**src/rtl/bsq_pkg.sv**
```systemverilog
package bsq_pkg;

   typedef enum logic {
      ORD_LINEAR     = 1'b0,
      ORD_INTERLEAVE = 1'b1
   } order_e;

endpackage

```
**src/rtl/bsq_beat_ctr.sv**
```systemverilog
module bsq_beat_ctr #(
   parameter int SEQ_W = 2
) (
   input  logic             clk,
   input  logic             rst,
   input  logic             restart_i,
   input  logic             step_i,
   output logic [SEQ_W-1:0] beat_o,
   output logic             last_o
);

   localparam logic [SEQ_W-1:0] LAST_BEAT = {SEQ_W{1'b1}};

   generate
      if (SEQ_W < 1) begin : g_bad_width
         $error("bsq_beat_ctr: SEQ_W must be at least 1");
      end
   endgenerate

   logic [SEQ_W-1:0] beat_q;

   always_ff @(posedge clk) begin
      if (rst) begin
         beat_q <= '0;
      end else if (restart_i) begin
         beat_q <= '0;
      end else if (step_i) begin
         beat_q <= beat_q + 1'b1;
      end
   end

   assign beat_o = beat_q;
   assign last_o = (beat_q == LAST_BEAT);

   assert_restart_zero_R2: assert property (@(posedge clk) disable iff (rst)
      restart_i |=> (beat_o == '0));

   assert_step_inc_R5: assert property (@(posedge clk) disable iff (rst)
      (!restart_i && step_i) |=> (beat_o == SEQ_W'($past(beat_o) + 1'b1)));

   assert_hold_R6: assert property (@(posedge clk) disable iff (rst)
      (!restart_i && !step_i) |=> $stable(beat_o));

   assert_wrap_R8: assert property (@(posedge clk) disable iff (rst)
      (!restart_i && step_i && last_o) |=> (beat_o == '0));

endmodule

```
**src/rtl/bsq_base_reg.sv**
```systemverilog
module bsq_base_reg
   import bsq_pkg::*;
#(
   parameter int ADDR_W = 8
) (
   input  logic              clk,
   input  logic              rst,
   input  logic              load_i,
   input  logic [ADDR_W-1:0] addr_i,
   input  logic              order_i,
   output logic [ADDR_W-1:0] base_o,
   output order_e            order_o
);

   logic [ADDR_W-1:0] base_q;
   order_e            order_q;

   always_ff @(posedge clk) begin
      if (rst) begin
         base_q  <= '0;
         order_q <= ORD_INTERLEAVE;
      end else if (load_i) begin
         base_q  <= addr_i;
         order_q <= order_e'(order_i);
      end
   end

   assign base_o  = base_q;
   assign order_o = order_q;

   assert_base_held_R7: assert property (@(posedge clk) disable iff (rst)
      !load_i |=> $stable(base_o));

   assert_order_held_R9: assert property (@(posedge clk) disable iff (rst)
      !load_i |=> $stable(order_o));

endmodule

```
**src/rtl/bsq_order.sv**
```systemverilog
module bsq_order
   import bsq_pkg::*;
#(
   parameter int SEQ_W = 2
) (
   input  logic [SEQ_W-1:0] start_i,
   input  logic [SEQ_W-1:0] beat_i,
   input  order_e           order_i,
   output logic [SEQ_W-1:0] low_o
);

   logic [SEQ_W-1:0] ilv;
   logic [SEQ_W-1:0] lin;
   logic [SEQ_W-1:0] carry;

   assign carry[0] = 1'b0;

   genvar i;
   generate
      for (i = 0; i < SEQ_W; i++) begin : g_bit
         assign ilv[i] = start_i[i] ^ beat_i[i];
         assign lin[i] = start_i[i] ^ beat_i[i] ^ carry[i];
         if (i < SEQ_W - 1) begin : g_carry
            assign carry[i+1] = (start_i[i] & beat_i[i]) |
                                (carry[i] & (start_i[i] ^ beat_i[i]));
         end
      end
   endgenerate

   assign low_o = (order_i == ORD_INTERLEAVE) ? ilv : lin;

endmodule

```
**src/rtl/burst_addr_seq.sv**
```systemverilog
module burst_addr_seq
   import bsq_pkg::*;
#(
   parameter int ADDR_W = 8,
   parameter int SEQ_W  = 2
) (
   input  logic              clk,
   input  logic              rst,
   input  logic              load_i,
   input  logic              adv_i,
   input  logic              order_i,
   input  logic [ADDR_W-1:0] addr_i,
   output logic [ADDR_W-1:0] addr_o,
   output logic [SEQ_W-1:0]  beat_o,
   output logic              last_o
);

   localparam int HI_W = ADDR_W - SEQ_W;

   generate
      if (HI_W < 1) begin : g_bad_width
         $error("burst_addr_seq: ADDR_W must exceed SEQ_W");
      end
   endgenerate

   logic [ADDR_W-1:0] base;
   order_e            order_q;
   logic [SEQ_W-1:0]  beat;
   logic [SEQ_W-1:0]  low;

   bsq_base_reg #(.ADDR_W(ADDR_W)) u_base (
      .clk     (clk),
      .rst     (rst),
      .load_i  (load_i),
      .addr_i  (addr_i),
      .order_i (order_i),
      .base_o  (base),
      .order_o (order_q)
   );

   bsq_beat_ctr #(.SEQ_W(SEQ_W)) u_ctr (
      .clk       (clk),
      .rst       (rst),
      .restart_i (load_i),
      .step_i    (adv_i),
      .beat_o    (beat),
      .last_o    (last_o)
   );

   bsq_order #(.SEQ_W(SEQ_W)) u_ord (
      .start_i (base[SEQ_W-1:0]),
      .beat_i  (beat),
      .order_i (order_q),
      .low_o   (low)
   );

   assign addr_o = {base[ADDR_W-1:SEQ_W], low};
   assign beat_o = beat;

   assert_reset_clear_R1: assert property (@(posedge clk)
      rst |=> (addr_o == '0 && beat_o == '0));

   assert_load_addr_R2: assert property (@(posedge clk) disable iff (rst)
      load_i |=> (addr_o == $past(addr_i)));

   assert_suspend_R6: assert property (@(posedge clk) disable iff (rst)
      (!load_i && !adv_i) |=> $stable(addr_o));

   assert_upper_held_R7: assert property (@(posedge clk) disable iff (rst)
      !load_i |=> $stable(addr_o[ADDR_W-1:SEQ_W]));

endmodule

```
**config.mk**
```make
export PLATFORM = sky130hd
export DESIGN_NAME = burst_addr_seq
export DESIGN_NICKNAME = d
export VERILOG_FILES = /design/src/rtl/bsq_pkg.sv /design/src/rtl/bsq_beat_ctr.sv /design/src/rtl/bsq_base_reg.sv /design/src/rtl/bsq_order.sv /design/src/rtl/burst_addr_seq.sv
export SDC_FILE = /design/constraint.sdc
export NUM_CORES = 1
export LEC_CHECK = 0
export ABC_AREA = 1
export ABC_CLOCK_PERIOD_IN_PS = 1210
export CAP_MARGIN = 10
export CORE_AREA = 2 2 39 41
export CTS_CLUSTER_DIAMETER = 60
export DETAILED_ROUTE_END_ITERATION = 10
export DIE_AREA = 0 0 41 43
export DONT_BUFFER_PORTS = 1
export PLACE_DENSITY = 0.57
export SLEW_MARGIN = 40
export SYNTH_ARGS = -nofsm -noshare
export SYNTH_HDL_FRONTEND = slang
export SYNTH_SLANG_ARGS = --single-unit
```
**constraint.sdc**
```tcl
create_clock -name clk -period 1.21 [get_ports clk]
set_input_delay 0.121 -clock clk [delete_from_list [all_inputs] [get_ports clk]]
set_output_delay 0.121 -clock clk [all_outputs]
set_load 0.02 [all_outputs]
```
Word-level counts from Yosys, hierarchy flattened:

Index checks and enable logic that the tools add are counted.

* multiplexer cells: 1
* reductions and logical operators: 1
* add/sub/neg operators: 1
* eq/ne operators: 1
* bitwise logic cells: 4

Operators by type and width (count)
* $xor 1x1->1: 3
* $add 2x1->2 const B: 1
* $eq 2x2->1 const B: 1
* $mux 2: 1
* $reduce_or 2->1: 1
* $and 1x1->1: 1

* register bits: 11

Logic depth before layout (Yosys ltp):

Gate-level depths: netlist of run 1.

* word-level depth: 3
* depth in mapped cells: 6

Cells and area by module:

Synthesis of run 1 repeated with hierarchy kept, for this count alone.

* cell total of the unflattened synthesis: 84
* area total of the unflattened synthesis: 544.3 sq um

By module, submodules not included
* bsq_base_reg: area each 381.6 sq um, instances 1, cells an instance 56, seq. area each 180.2 sq um
* bsq_beat_ctr: area each 95.1 sq um, instances 1, cells an instance 13, seq. area each 40.0 sq um
* bsq_order: area each 67.6 sq um, instances 1, cells an instance 15, seq. area each 0.0 sq um

Least setup slack after synthesis of run 1:

Ideal clock, no wire load.

* path type: register to output
* start: register u_ctr.beat_q[0], in the netlist u_ctr.beat_o[0]
* end: output addr_o[1]
* cell stages (with the launch flop): 7
* slack: 0.098 ns
* arrival: 0.991 ns
* cell sequence: dfxtp_1 > ha_1 > inv_1 > nor2_1 > nand3_1 > nand2_1 > inv_1

* word-level cells in the longest chain between the ends: 3

RTL lines
* start: declaration: line bsq_beat_ctr.sv:20 `logic [SEQ_W-1:0] beat_q;`
* start signal: assignment: line bsq_beat_ctr.sv:28 `beat_q <= beat_q + 1'b1;`
* $and 1x1->1: line bsq_order.sv:24 `assign carry[i+1] = (start_i[i] & beat_i[i]) |`
* $xor 1x1->1: line bsq_order.sv:22 `assign lin[i] = start_i[i] ^ beat_i[i] ^ carry[i];`
* $mux 2: line bsq_order.sv:30 `assign low_o = (order_i == ORD_INTERLEAVE) ? ilv : lin;`
* end: declaration: line burst_addr_seq.sv:13 `output logic [ADDR_W-1:0] addr_o,`

Every way passes these cells.

Worst setup path after layout of run 1:

Ends and elaborated chain as after synthesis.

==> results.toml, run 1 <==
[floorplan]
die_w_um = 41
core.rowCount = 14
core_sq_um = 1380
die-area_sq_um = 1760
io_pins = 24
die_h_um = 43
initial_core_util_pct = 38.3

[logic_synthesis]
syn_area_per_cell_sq_um = 7.92
postSynthCellCount = 67
ys_seq_area_share_pct = 41.5
ys_ff_latch = 11
syn_area_sq_um = 531
ys_types = 18
syn-num-nets = 82
yosysWarnings = 0

[placement]
post-place-cells = 78
dp_hpwl_um = 687
place.gp.congestion = 0.573
portBuffers = 0
place_ws_ns = 0.231

[clock_tree]
tritoncts = "yes"
clock_latency_ns = 0.26
cts_buffer_depth = 2
clk_pin_slew_worst_paths_ns = 0.07
numCtsBuffers = 3
cts_sinks = 11
ctsHtreeMaxLevel = 1
cts_root_buf = "clkbuf_4"

[setup_path]
cp.required_ns = 1.09
crit_arrival_ns = 1.08
cp_max_fo = 2
crit_type = "flop to output pin"
cpPeakStageDelay_ns = 0.36
end_kind = "output pin"
critPathSlowestCell = "dfxtp_2"
start_kind = "flop"
cp_cell_sequence = "ha_4 > inv_2 > nor2_1 > nand3_1 > nand2_1 > inv_2"
cp_common_cell = "inv_2"

[routing]
routed-via-count = 438
drtPass1Iterations = 4
drc = 0
drtAntennaViolNets = 0
wire_per_inst_um = 11.5
wl_um = 1050
vias_per_cell = 4.76
drt_iter0_markers = 14

[pwr]
cellPowerDensity_nw_per_um2 = 1210
peakVddDrop_uv = 573
p_leak_nw = 0.285
power_uw = 785

[finish]
fin_cells = 92
area_growth_pct = 22.4
antenna_cells = 0
drive_above_1_share_pct = 25.0
final_cell_mix = "nor2_1, dlygate4sd3_1, o21ai_0, dfxtp_1, nand2_1"
fin_nets = 92
layout_commonest_cell = "nor2_1"

[sta]
worstMarginPinSlew_ns = 0.245
setup_tns_ns = 0
setup_viol = 0
max_freq_ghz = 0.835
rsz0062_at_grt = "true"
slew_viol_final = 0
skew_ns = 0.0000263
min_period_over_period_pct = 98.9
maxSlewHeadroom_pct = 83.7
min_period_ns = 1.20
final_hold_viol_count = 1
fin_ws_ns = 0.0128
whs_ns = -0.000571

[status]
violations = "negative hold slack"
status = "finished with violations"

[grt]
grt_pass1_wl_um = 1590
antenna_found_initial = 0
grt_max_degree = 11
gr-total-overflow = 0
grt_pass1_vias = 404
grt_usage_pct = 13.7

[hold_path]
hp-class = "input port to flop"

[flow_run]
max_cap_violations = 0
## cell usage after synthesis
cell type	number	area (sq um)
a21oi_1	1	5.00
a21oi_2	1	8.76
buf_4	6	45.0
buf_6	1	11.3
dfxtp_1	11	220
ha_1	2	25.0
inv_1	5	18.8
inv_2	1	3.75
inv_8	1	11.3
nand2_1	7	26.3
nand2_4	1	11.3
nand3_1	2	10.0
nor2_1	15	56.3
nor2_2	2	12.5
o21a_1	1	7.51
o21ai_0	8	40.0
o21ai_2	1	8.76
xnor2_1	1	8.76
## stage by stage
step,utilization (%),instance area (sq um)
finish,46.9,649
global route,46.9,649
CTS,45.9,636
detailed placement,36.8,509
global placement,36.8,509
floorplan,-,531
## power by group
group | switching (mW) | total [mW] | internal [mW]
Clock | 0.124 | 0.251 | 0.128
Combinational | 0.0577 | 0.115 | 0.0569
Sequential | 0.0327 | 0.419 | 0.386
## cells by family after synthesis
logic type	Yosys count	share of synthesized area [%]
xor gates and xnor gates	1	1.65
and+or+nand+nor	27	21.9
buffers and inverters	14	17.0
DFF	11	41.5
adders and majority gates	2	4.72
AOI/OAI and AO/OA	12	13.2
## layer usage
layer | global-route usage (%) | part of all wire (%) | vias up
met2 | 22.2 | 49 | 13
met4 | 8.00 | 2.2 | 0
li1 | - | - | 226
met3 | 3.66 | 6.0 | 5
met1 | 14.8 | 42 | 194
met5 | 0 | 0 | -
## sequential cells by signal, summed over array words and instances (netlist names)
register	flops
u_ctr.beat_o	2
u_base.base_o	8
u_base.order_o	1
## critical path: cells and delay by family (launching register included)
kind,cells,cell delay [ns]
DFF,1,0.36
and+or+nand+nor,3,0.22
adders and majority gates,1,0.14
buffers and inverters,2,0.09
## layout make-up
type,instances,area [sq um]
Clock buffer,4,26.3
Fill cell,149,734
Timing Repair Buffer,12,113
Multi-Input combinational cell,42,233
Tap cell,16,20.0
Inverter,7,33.8
Sequential cell,11,224
## path summary, 6_finish.rpt
path / startpoint / to / slack [ns] / cells past startpoint
hold reg to reg: u_base.order_o / u_base.order_o / 0.50 / 2
hold / removal: addr_i[5] / u_base.base_o[5] / -0.0006 / 2
setup reg to reg: u_ctr.beat_o[0] / u_ctr.beat_o[1] / 0.15 / 5
setup / recovery: u_ctr.beat_o[0] / addr_o[1] / 0.01 / 6
## what timing repair did
item	CTS	global route
endpoints found under the hold margin	7	0
buffers inserted	1	0
hold buffers	9	0
setup endpoints to repair	1	1
pin swaps	0	1
resized for setup	3	4
Note: power is estimated with default switching activity, not from simulation.
==> inputs of run 2 (changes only) <==
Settings changed: REMOVE_ABC_BUFFERS set to 1.
==> results.toml, run 2 (synthesized netlist as in run 1, its figures left out) <==
[status]
status = "complete, no violations"

[setup_path]
end_kind = "output pin"
crit_arrival_ns = 1.08
cp_max_fo = 2
rr_worst_depth = 5
cp_top_family = "flip-flops"
r2r_start = "u_ctr.beat_o[0]"
cp_cell_sequence = "ha_4 > inv_2 > nor2_2 > nand3_1 > nand2_1 > inv_2"
cpPeakStageDelay_ns = 0.36
path_buf_inv = 2
crit_type = "flop to output pin"
r2r_end = "u_ctr.beat_o[1]"
ff2ff_setup_slack_ns = 0.15
critPathSlowestCell = "dfxtp_2"
start_kind = "flop"
cp.required_ns = 1.09
cp_common_cell = "inv_2"

[finish]
final_cell_mix = "nor2_1, dlygate4sd3_1, dfxtp_1"
fin_nets = 92
drive_above_1_share_pct = 25.0
largest_register_ff_count = 8
area_growth_pct = 22.6
antenna_cells = 0
layout_commonest_cell = "nor2_1"

[routing]
routed-via-count = 420
vias_per_cell = 4.57
drtPass1Iterations = 4
drtAntennaViolNets = 0
wl_um = 1000
drc = 0
wire_per_inst_um = 10.9
drt_iter0_markers = 3

[hold_path]
holdCritStartpoint = "load_i"
hp-class = "input port to flop"
worst_hold_path.endpoint = "u_ctr.beat_o[0]"
hold_path_depth = 3

[grt]
grt_usage_pct = 13.6
gr-total-overflow = 0
grt_pass1_vias = 396
grt_max_degree = 11
antenna_found_initial = 0
grt_pass1_wl_um = 1590

[pwr]
peakVddDrop_uv = 748
p_leak_nw = 0.284
power_uw = 773
cellPowerDensity_nw_per_um2 = 1190

[sta]
slew_viol_final = 0
final_hold_viol_count = 0
worstMarginPinSlew_ns = 0.240
min_period_ns = 1.20
max_freq_ghz = 0.835
setup_viol = 0
fin_ws_ns = 0.0122
rsz0062_at_grt = "true"
skew_ns = 0.000467
maxSlewHeadroom_pct = 84.0
min_period_over_period_pct = 99.0

[floorplan]
io_pins = 24
initial_core_util_pct = 38.3
die-area_sq_um = 1760
core.rowCount = 14
die_h_um = 43
core_sq_um = 1380
die_w_um = 41

[clock_tree]
cts_sinks = 11
tritoncts = "yes"
cts_buffer_depth = 2
clock_latency_ns = 0.26
ctsHtreeMaxLevel = 1
cts_root_buf = "clkbuf_4"
numCtsBuffers = 3
clk_pin_slew_worst_paths_ns = 0.07

[placement]
place.gp.congestion = 0.561
portBuffers = 0
dp_hpwl_um = 671
place_ws_ns = 0.222

[flow_run]
max_cap_violations = 0
[run 2: cell counts in the layout (fill, tap and decap cells not counted)]
Identical to the previous run, type by type.
[run 2: stage by stage]
step                hold slack [ns]  area, sq um  instances     TNS, ns  util (%)
floorplan                     0.221          474         60           0         -
global placement              0.234          509         78           0      36.8
detailed placement            0.237          509         78           0      36.8
CTS                         0.00339          636         92  -0.0000163      45.9
global route                0.00946          651         92     -0.0809      47.0
finish                       0.0102          651         92           0      47.0
[run 2: what timing repair did]
action | CTS | global route
endpoints found under the hold margin | 7 | 0
buffers inserted | 1 | 0
endpoints found under the setup margin | 1 | 1
cloned | 0 | 0
hold buffers | 9 | 0
gates resized for setup | 3 | 4
pin swaps | 0 | 4
[run 2: worst max path at each step]
stage / from / endpoint / slack [ns] / depth (start not counted)
after floorplan: u_ctr.beat_o[0] / addr_o[1] / 0.1 / 6
final: u_base.base_o[0] / addr_o[1] / 0.01 / 6
after CTS: u_ctr.beat_o[0] / addr_o[1] / -0.00002 / 6
after global placement: u_ctr.beat_o[0] / addr_o[1] / 0.25 / 6
after detailed placement: u_ctr.beat_o[0] / addr_o[1] / 0.22 / 6
after global routing: u_base.base_o[0] / addr_o[1] / -0.08 / 6
[run 2: metal layers]
metal  part of all wire [%]  vias up  GRT usage [%]
met5                      0        -              0
met4                   0.50        0           8.00
met3                    7.6        2           3.66
met2                     48       17           20.3
met1                     44      177           16.7
li1                       -      224              -
[run 2: tightest hold or removal path: cells and delay by family]
| family | cells | cell delay (ns) |
|---|---|---|
| and+or+nand+nor | 2 | 0.08 |
| buffers and inverters | 1 | 0.03 |
[run 2: report_power, final]
part	switching, mW	internal [mW]	total, mW
Combinational	0.0571	0.0568	0.114
Clock	0.113	0.127	0.240
Sequential	0.0330	0.386	0.419
[run 2: layout make-up]
type                            instances  area (sq um)
Fill cell                             162           733
Multi-Input combinational cell         42           235
Inverter                                7          33.8
Sequential cell                        11           223
Clock buffer                            4          26.3
Tap cell                               16          20.0
Timing Repair Buffer                   12           113
